$ cat src/rtl/ide_dec_pkg.sv
package ide_dec_pkg;
  // configuration dword indices
  localparam int IDX_ID   = 'h02;
  localparam int IDX_MISC = 'h03;
  localparam int IDX_PCMD = 'h04;
  localparam int IDX_INTR = 'h0F;
  localparam int NUM_BASE = 4;

  localparam logic [31:0] CMD_WMASK = 32'hFFFF_FFF8;
  localparam logic [31:0] CTL_WMASK = 32'hFFFF_FFFC;
  localparam logic [31:0] IO_SPACE_FLAG = 32'h0000_0001;

  function automatic logic [31:0] be_mask(input logic [3:0] be);
    logic [31:0] m;
    for (int i = 0; i < 4; i++) m[i*8 +: 8] = {8{be[i]}};
    return m;
  endfunction
endpackage

$ cat src/rtl/ide_cfg_regs.sv
module ide_cfg_regs
  import ide_dec_pkg::*;
#(
  parameter int          CFG_AW   = 6,
  parameter logic [7:0]  REVISION = 8'h01,
  parameter logic [31:0] PRI_CMD_LEG = 32'h1F0,
  parameter logic [31:0] PRI_CTL_LEG = 32'h3F6,
  parameter logic [31:0] SEC_CMD_LEG = 32'h170,
  parameter logic [31:0] SEC_CTL_LEG = 32'h376
) (
  input  logic                   clk,
  input  logic                   rst_n,
  input  logic                   cfg_wr,
  input  logic [CFG_AW-1:0]      cfg_addr,
  input  logic [3:0]             cfg_be,
  input  logic [31:0]            cfg_wdata,
  output logic [31:0]            cfg_rdata,
  output logic [1:0]             native,
  output logic [NUM_BASE-1:0][31:0] base_val
);
  localparam logic [NUM_BASE-1:0][31:0] LEG = {SEC_CTL_LEG, SEC_CMD_LEG, PRI_CTL_LEG, PRI_CMD_LEG};

  logic [1:0] pi_q;
  logic [7:0] lat_q;
  logic [7:0] line_q;
  logic       any_native;

  assign native     = pi_q;
  assign any_native = |pi_q;

  always_ff @(posedge clk) begin
    if (!rst_n) begin
      pi_q   <= '0;
      lat_q  <= '0;
      line_q <= '0;
    end else if (cfg_wr) begin
      if (cfg_addr == CFG_AW'(IDX_ID) && cfg_be[1])
        pi_q <= {cfg_wdata[10], cfg_wdata[8]};
      if (cfg_addr == CFG_AW'(IDX_MISC) && cfg_be[1])
        lat_q <= cfg_wdata[15:8];
      if (cfg_addr == CFG_AW'(IDX_INTR) && cfg_be[0] && any_native)
        line_q <= cfg_wdata[7:0];
    end
  end

  // even index: command base, odd index: control base; index/2 = channel
  for (genvar g = 0; g < NUM_BASE; g++) begin : g_base
    localparam logic [31:0] WM  = (g % 2 == 1) ? CTL_WMASK : CMD_WMASK;
    localparam logic [31:0] RST = LEG[g] & WM;
    logic [31:0] q;
    logic        wr_sel;
    logic [31:0] m;
    assign wr_sel = cfg_wr && (cfg_addr == CFG_AW'(IDX_PCMD + g)) && native[g/2];
    assign m      = WM & be_mask(cfg_be);
    always_ff @(posedge clk) begin
      if (!rst_n)      q <= RST;
      else if (wr_sel) q <= (q & ~m) | (cfg_wdata & m);
    end
    assign base_val[g] = q;
  end

  always_comb begin
    cfg_rdata = '0;
    if (cfg_addr == CFG_AW'(IDX_ID))
      cfg_rdata = {16'h0101, 1'b1, 3'b000, 1'b1, pi_q[1], 1'b1, pi_q[0], REVISION};
    else if (cfg_addr == CFG_AW'(IDX_MISC))
      cfg_rdata = {16'h0000, lat_q, 8'h00};
    else if (cfg_addr == CFG_AW'(IDX_INTR))
      cfg_rdata = any_native ? {16'h0000, 8'h01, line_q} : 32'h0;
    else begin
      for (int i = 0; i < NUM_BASE; i++)
        if (cfg_addr == CFG_AW'(IDX_PCMD + i))
          cfg_rdata = native[i/2] ? (base_val[i] | IO_SPACE_FLAG) : 32'h0;
    end
  end
endmodule

$ cat src/rtl/ide_chan_decode.sv
module ide_chan_decode #(
  parameter logic [31:0] CMD_LEG = 32'h1F0,
  parameter logic [31:0] CTL_LEG = 32'h3F6
) (
  input  logic        native,
  input  logic [31:0] io_addr,
  input  logic [31:0] cmd_base,
  input  logic [31:0] ctl_base,
  output logic        cmd_hit,
  output logic        ctl_hit
);
  logic [31:0] cmd_ref;
  assign cmd_ref = native ? cmd_base : CMD_LEG;
  assign cmd_hit = (io_addr[31:3] == cmd_ref[31:3]);
  assign ctl_hit = native ? ((io_addr[31:2] == ctl_base[31:2]) && (io_addr[1:0] == 2'b10))
                          : (io_addr == CTL_LEG);
endmodule

$ cat src/rtl/ide_hit_arbiter.sv
module ide_hit_arbiter #(
  parameter int N = 4
) (
  input  logic         strobe,
  input  logic [N-1:0] raw,
  output logic [N-1:0] grant
);
  // lowest index wins
  assign grant = strobe ? (raw & (~raw + N'(1))) : '0;
endmodule

$ cat src/rtl/ide_irq_route.sv
module ide_irq_route #(
  parameter int N = 2
) (
  input  logic [N-1:0] req,
  input  logic [N-1:0] native,
  output logic [N-1:0] legacy_irq,
  output logic [N-1:0] native_irq
);
  for (genvar c = 0; c < N; c++) begin : g_ch
    assign legacy_irq[c] = req[c] & ~native[c];
    assign native_irq[c] = req[c] &  native[c];
  end
endmodule

$ cat src/rtl/ide_mode_decoder.sv
module ide_mode_decoder
  import ide_dec_pkg::*;
#(
  parameter int          CFG_AW   = 6,
  parameter logic [7:0]  REVISION = 8'h01,
  parameter logic [31:0] PRI_CMD_LEG = 32'h1F0,
  parameter logic [31:0] PRI_CTL_LEG = 32'h3F6,
  parameter logic [31:0] SEC_CMD_LEG = 32'h170,
  parameter logic [31:0] SEC_CTL_LEG = 32'h376
) (
  input  logic              clk,
  input  logic              rst_n,
  input  logic              cfg_wr,
  input  logic [CFG_AW-1:0] cfg_addr,
  input  logic [3:0]        cfg_be,
  input  logic [31:0]       cfg_wdata,
  output logic [31:0]       cfg_rdata,
  input  logic              io_strobe,
  input  logic [31:0]       io_addr,
  output logic              pri_cmd_hit,
  output logic              pri_ctl_hit,
  output logic              sec_cmd_hit,
  output logic              sec_ctl_hit,
  input  logic              pri_irq_req,
  input  logic              sec_irq_req,
  output logic              pri_legacy_irq,
  output logic              sec_legacy_irq,
  output logic              pri_native_irq,
  output logic              sec_native_irq
);
  localparam int NCH = 2;
  localparam logic [NCH-1:0][31:0] CMD_LEG = {SEC_CMD_LEG, PRI_CMD_LEG};
  localparam logic [NCH-1:0][31:0] CTL_LEG = {SEC_CTL_LEG, PRI_CTL_LEG};

  logic [NCH-1:0]            native;
  logic [NUM_BASE-1:0][31:0] base_val;
  logic [2*NCH-1:0]          raw_hit;
  logic [2*NCH-1:0]          grant;
  logic [NCH-1:0]            leg_irq, nat_irq;
  logic                      pri_native, sec_native;

  assign pri_native = native[0];
  assign sec_native = native[1];

  ide_cfg_regs #(
    .CFG_AW(CFG_AW), .REVISION(REVISION),
    .PRI_CMD_LEG(PRI_CMD_LEG), .PRI_CTL_LEG(PRI_CTL_LEG),
    .SEC_CMD_LEG(SEC_CMD_LEG), .SEC_CTL_LEG(SEC_CTL_LEG)
  ) u_regs (
    .clk(clk), .rst_n(rst_n), .cfg_wr(cfg_wr), .cfg_addr(cfg_addr),
    .cfg_be(cfg_be), .cfg_wdata(cfg_wdata), .cfg_rdata(cfg_rdata),
    .native(native), .base_val(base_val)
  );

  // raw_hit order = priority: {sec_ctl, sec_cmd, pri_ctl, pri_cmd}
  for (genvar c = 0; c < NCH; c++) begin : g_dec
    ide_chan_decode #(.CMD_LEG(CMD_LEG[c]), .CTL_LEG(CTL_LEG[c])) u_dec (
      .native(native[c]), .io_addr(io_addr),
      .cmd_base(base_val[2*c]), .ctl_base(base_val[2*c+1]),
      .cmd_hit(raw_hit[2*c]), .ctl_hit(raw_hit[2*c+1])
    );
  end

  ide_hit_arbiter #(.N(2*NCH)) u_arb (.strobe(io_strobe), .raw(raw_hit), .grant(grant));

  assign {sec_ctl_hit, sec_cmd_hit, pri_ctl_hit, pri_cmd_hit} = grant;

  ide_irq_route #(.N(NCH)) u_irq (
    .req({sec_irq_req, pri_irq_req}), .native(native),
    .legacy_irq(leg_irq), .native_irq(nat_irq)
  );
  assign {sec_legacy_irq, pri_legacy_irq} = leg_irq;
  assign {sec_native_irq, pri_native_irq} = nat_irq;
endmodule

$ cat config.mk
export PLATFORM = sky130hd
export DESIGN_NAME = ide_mode_decoder
export DESIGN_NICKNAME = d
export VERILOG_FILES = /design/src/rtl/ide_dec_pkg.sv /design/src/rtl/ide_cfg_regs.sv /design/src/rtl/ide_chan_decode.sv /design/src/rtl/ide_hit_arbiter.sv /design/src/rtl/ide_irq_route.sv /design/src/rtl/ide_mode_decoder.sv
export SDC_FILE = /design/constraint.sdc
export NUM_CORES = 1
export LEC_CHECK = 0
export ABC_CLOCK_PERIOD_IN_PS = 6100
export BUFFER_PORTS_ARGS = -buffer_cell sky130_fd_sc_hd__buf_2
export CAP_MARGIN = 10
export CORE_MARGIN = 4
export CORE_UTILIZATION = 53
export DETAILED_ROUTE_END_ITERATION = 7
export GPL_TIMING_DRIVEN = 0
export PLACE_DENSITY = 0.75
export SLEW_MARGIN = 20
export SYNTH_ARGS = -nofsm -noshare
export SYNTH_HDL_FRONTEND = slang
export SYNTH_SLANG_ARGS = --single-unit
$ cat constraint.sdc
create_clock -name clk -period 6.1 [get_ports clk]
set_clock_uncertainty 0.1 [all_clocks]
set_input_delay 0.305 -clock clk [delete_from_list [all_inputs] [get_ports clk]]
set_output_delay 0.305 -clock clk [all_outputs]
set_load 0.03 [all_outputs]
==> After elaboration in Yosys (flattened, before gate mapping) <==
Cells that the tools add are included.
{ "op_classes": {"n_lt_le_gt_ge": 0, "eq_ne": 14, "div": 0, "reduce_logical": 18, "bitwise_logic": 20, "mul": 0, "muxes": 17, "addsub": 1, "shifts": 0} }
{ "ops": {"columns": ["operator", "n"], "rows": [
  ["$mux 32", 13],
  ["$and 32x32->32", 6],
  ["$or 32x32->32", 4],
  ["$eq 32x10->1 const B", 2],
  ["$not 32->32", 2],
  ["$eq 30x30->1", 2],
  ["$eq 29x29->1", 2],
  ["$eq 6x3->1 const B", 4],
  ["$logic_and 1x1->1", 14],
  ["$eq 6x2->1 const B", 2],
  ["$mux 9", 1],
  ["$eq 6x4->1 const B", 1],
  ["$reduce_and 2->1", 3],
  ["$add 4x1->4 const B", 1],
  ["$and 1x1->1", 4],
  ["$and 4x4->4", 1],
  ["$mux 4", 1],
  ["$not 4->4", 1],
  ["$eq 2x2->1 const B", 1],
  ["$mux 1", 2],
  ["$not 1->1", 2],
  ["$reduce_or 2->1", 1]
]} }
{ "totals": {"word_cells": 77, "ramBits": 0, "output_inout_bits": 40, "romBits": 0, "memories": 0, "inputBits": 80, "latchBits": 0, "reg_bits": 146} }

==> Logic depth before layout (Yosys ltp) <==
{ "depth": {"word_depth": 8, "mapped_depth": 9, "ltp_nobuf": 6} }

==> By module <==
From an unflattened synthesis, not the netlist that was laid out.
{ "hier_totals": {"hier_cells": 1043, "hier_area_um2": 8827.2} }
{ "by_module_without_submodules": {"columns": ["mod", "n_inst", "seq_area_each_um2", "area_per_inst_um2", "cells_each"], "rows": [
  ["ide_cfg_regs", 1, 2722.6, 6492.5, 711],
  ["ide_chan_decode (g_dec[0].u_dec)", 1, 0.0, 1133.6, 159],
  ["ide_chan_decode (g_dec[1].u_dec)", 1, 0.0, 1108.6, 163],
  ["ide_hit_arbiter", 1, 0.0, 60.1, 6],
  ["ide_irq_route", 1, 0.0, 32.5, 4]
]} }

==> Least setup slack after synthesis <==
No wires, ideal clock.
{ "synth_timing": {"path_type": "register to output", "from": "register u_regs.pi_q[1] (netlist: u_regs.native[1])", "to": "output sec_ctl_hit", "required_time_ps": 5695, "stages_incl_launch_ff": 9, "arrival_ps": 2479, "path_buffers": 2, "slack_ps": 3216, "cell_sequence": "dfxtp_1 clkbuf_1 clkbuf_1 o21ai_0 o2bb2ai_1 a41oi_1 nor4_1 and4_1 nor4_1"} }
{ "synth_between": {"elab_chain_len": 6, "word_cells_on_any_way": 7, "classes_between": "add/sub: 1; eq/ne: 1; mux: 3; bitwise: 2"} }
{ "synth_rtl": {"columns": ["element", "line_no", "rtl"], "rows": [
  ["from (decl)", "ide_cfg_regs.sv:23", "logic [1:0] pi_q;"],
  ["from (signal assigned)", "ide_cfg_regs.sv:38", "pi_q <= {cfg_wdata[10], cfg_wdata[8]};"],
  ["$mux 32", "ide_chan_decode.sv:13", "assign cmd_ref = native ? cmd_base : CMD_LEG;"],
  ["$eq 29x29->1", "ide_chan_decode.sv:14", "assign cmd_hit = (io_addr[31:3] == cmd_ref[31:3]);"],
  ["$not 4->4", "ide_hit_arbiter.sv:9", "assign grant = strobe ? (raw & (~raw + N'(1))) : '0;"],
  ["$add 4x1->4", "ide_hit_arbiter.sv:9", null],
  ["$and 4x4->4 *", "ide_hit_arbiter.sv:9", null],
  ["$mux 4 *", "ide_hit_arbiter.sv:9", null],
  ["to (decl)", "ide_mode_decoder.sv:23", "output logic sec_ctl_hit,"]
]} }
Every way passes the cells marked *; elsewhere a longest branch is shown, timed or not.

==> Final worst setup path <==
{ "layout_timing": {"from": "register u_regs.pi_q[1] (netlist: u_regs.native[1])", "to": "output sec_cmd_hit"} }
{ "layout_between": {"elab_chain_len": 6} }
{ "layout_rtl": {"columns": ["element", "line_no", "rtl"], "rows": [
  ["$mux 32 *", "ide_chan_decode.sv:13", null],
  ["$eq 29x29->1 *", "ide_chan_decode.sv:14", null],
  ["$not 4->4", "ide_hit_arbiter.sv:9", null],
  ["$add 4x1->4", "ide_hit_arbiter.sv:9", null],
  ["$and 4x4->4 *", "ide_hit_arbiter.sv:9", null],
  ["$mux 4 *", "ide_hit_arbiter.sv:9", null],
  ["to (decl)", "ide_mode_decoder.sv:22", "output logic sec_cmd_hit,"]
]} }
Marks and branches as above.

==> metrics <==
status=finished clean; number of H-tree branching levels=4; sequence of cells on the critical path=clkbuf_1 -> clkbuf_1 -> clkbuf_1 -> a32oi_1 -> nor4_1 -> and4_1 -> nor3b_1 -> buf_2; portion of the post-synthesis area used by sequential elements=around 33%; Seq cells post-synth=~140; area of the mapped netlist=about 8400 sq um; global-route wire length before repair=between 40 and 50 mm; number of vias per cell after detailed routing=about 6.4; Post-CTS Setup Bufs=0; HPWL reported at the end of detailed placement=roughly 24 mm; required time of the critical path=5.69 ns; synthesized area divided by synthesized cell count=roughly 8.6 sq um; average routed wire per standard cell=roughly 24 microns; ranking of synthesized cells by area=dfxtp_1 33%, mux2i_1 13%, nor2b_1 8.2%; maximum number of pins on one net before global-route repair=17; number of top-level pins=between 100 and 150; detailed-routing iteration count for the pre-antenna-repair pass=6; clock insertion delay at the later pin of the skew report=0.45 ns; Cell Count, Final, Fillers Out=roughly 1,300; area growth from synthesis to final layout=15.5%; placed cell area=a little over 9000 sq um; CP top delay family=buffers and inverters; clock transition at the registers of the reported paths=around 0.07 ns; via count of the first global-routing pass=~7,600; CP max-delay cell=clkbuf_1; setup TNS=0 ns; count of instances resized after the clock tree is built=0; total gr overflow=0; clock buffers created by TritonCTS=17; cell type with the highest occurrence count on the critical path=clkbuf_1; Post-Synthesis Net Count=~1,100; die span in y=about 130 microns; critical path class=reg2out; total wire length after detailed routing=between 30 and 40 mm; global routing usage summed across all routing layers=34.9%; layout cells sized above 1=~14%; # DRC=0; number of enable flip-flop cells after synthesis=0; final slew viol count=0; antenna-violating nets left=0; final net count=around 1,200; antenna violations before repair=0; count of input and output buffers=88; top-area cell type share of the netlist area=32.6%; normalized max-slew margin=35.4%; CP Max Fanout=10; fraction of synthesis flops using an asynchronous set or reset pin=0%; power per cell area=around 220 nW/um^2; total number of vias=between 8,000 and 9,000; category of the worst setup path launch point=flop; horizontal die dimension=around 130 microns; synth unique cells=60; Bufs on Longest Clock Path=2; final cycle utilization of the critical path=slightly below 70%; leakage power=around 0.0038 uW; Initial Utilization=a little over half; kind of path behind the tightest hold check=in2reg; Core Area=~15,000 sq um; number of warnings issued by yosys=0; arrival time of data at the critical path endpoint=~3.8 ns; placed cells=~1,300; cells after synthesis=~970; slew at the pin closest to its max-slew limit=between 0.9 and 1 ns; area of the die=roughly 18,000 sq um; final critical path time including I/O delays and setup=approximately 4.2 ns; number of filler instances in the final layout=roughly 1,400; Hold-fix buffers, CTS=0; unrepaired setup endpoints after global routing=no; largest area contributor in the netlist=dfxtp_1; Final GP Congestion=between 1 and 1.5; total of endpoints with negative setup slack in the final report=0; first-iteration detailed-routing DRC count=1,178; number of placement rows=45; CP bufs+invs=4; sinks on the clock net=about 140; total non-filler cell area in the finished layout=about 9600 sq um; ys flop type=dfxtp_1; crit-path max cell delay=0.67 ns; TritonCTS clock tree=yes; highest attainable clock frequency=between 200 and 250 MHz; Hold Vio Cnt, Final=0; Max Cap Violations=0; Final Hold Slack=approximately 0.017 ns; VDD IR max=0.205 mV; type of destination of the critical path=output port; Root Buffer=clkbuf_16
layout by cell type, fill, tap and decap left out, types with 10 or more instances in the layout:
| cell type | instances |
|---|---|
| o221ai_1 | 26 |
| nor4_1 | 20 |
| a221oi_1 | 28 |
| clkbuf_1 | 64 |
| nor2b_1 | 110 |
| nand3_1 | 25 |
| nor2_1 | 47 |
| buf_2 | 109 |
| xor2_1 | 31 |
| o21ai_0 | 41 |
| a21boi_0 | 10 |
| nand4_1 | 12 |
| and3_1 | 13 |
| nand2_1 | 78 |
| a21oi_1 | 12 |
| clkbuf_16 | 17 |
| dfxtp_1 | 136 |
| inv_1 | 13 |
| xnor2_1 | 54 |
| a31oi_1 | 10 |
| mux2i_1 | 111 |
where the power goes:
group          switching [uW]  total (uW)  internal (uW)
logic                     131         200           68.4
clock network             457        1080            620
registers              0.0881         888            888
synth_stat cells, drive strengths merged, types with 5 or more instances:
cell	count
a21boi	17
a21oi	12
a221oi	28
a2bb2oi	6
a31oi	10
and2	7
and3	13
buf	24
clkbuf	62
dfxtp	136
inv	13
mux2i	111
nand2	78
nand2b	5
nand3	31
nand4	12
nand4b	7
nor2	48
nor2b	110
nor4	20
nor4b	5
nor4bb	7
o21ai	41
o221ai	26
o22ai	6
xnor2	54
xor2	31
per-stage QoR:
step	power [uW]	worst slack (ns)	utilization, %
finish	2170	1.89	63.0
global route	2200	1.84	63.0
CTS	2140	2.04	63.0
detailed placement	1100	2.52	59.1
global placement	1100	2.55	59.1
floorplan	1020	3.22	-
path summary, 6_finish.rpt:
| kind | from | slack, ns | cells past startpoint | end |
|---|---|---|---|---|
| worst max-delay path | u_regs.native[1]$_SDFFE_PN0P_ | 1.89 | 8 | sec_cmd_hit |
| worst min register to register | flop | 0.40 | 2 | flop |
| worst min-delay path | cfg_wdata[1] | 0.02 | 3 | u_regs.line_q[1]$_SDFFE_PN0P_ |
| worst max register to register | u_regs.native[1]$_SDFFE_PN0P_ | 3.55 | 5 | u_regs.native[1]$_SDFFE_PN0P_ |
layout make-up:
class                   count  area (sq um)  area share [%]
clock buffers              20           447            4.63
plain buffers              86           357            3.70
repair buffers             88           440            4.56
inverters                  13          48.8           0.506
well taps                 211           264            2.74
multi-input cells         737          5230            54.2
diodes                      1          2.50          0.0259
clock inverters            12           141            1.47
flip-flops and latches    136          2720            28.2
worst register-to-register path, delay by kind of cell (launching register included):
| family | cells | cell delay, ns |
|---|---|---|
| buffers and inverters | 3 | 1.62 |
| AOI/OAI and AO/OA | 2 | 0.39 |
| DFF | 1 | 0.37 |
kinds of logic after synthesis:
logic type / count (synthesis) / share of synthesized area (%)
xor+xnor: 85 / 8.91
simple gates: 359 / 24.3
compound gates: 182 / 16.0
buf+inv: 99 / 4.85
flops: 136 / 32.6
mux: 111 / 13.3
metal layers:
layer	share of wire (%)	GRT usage [%]	vias to the layer above
met3	11	8.01	107
met2	43	52.3	525
met5	0	0	-
li1	-	-	3717
met4	4.5	15.9	0
met1	42	48.0	4011
(Power assumes the default switching activity.)
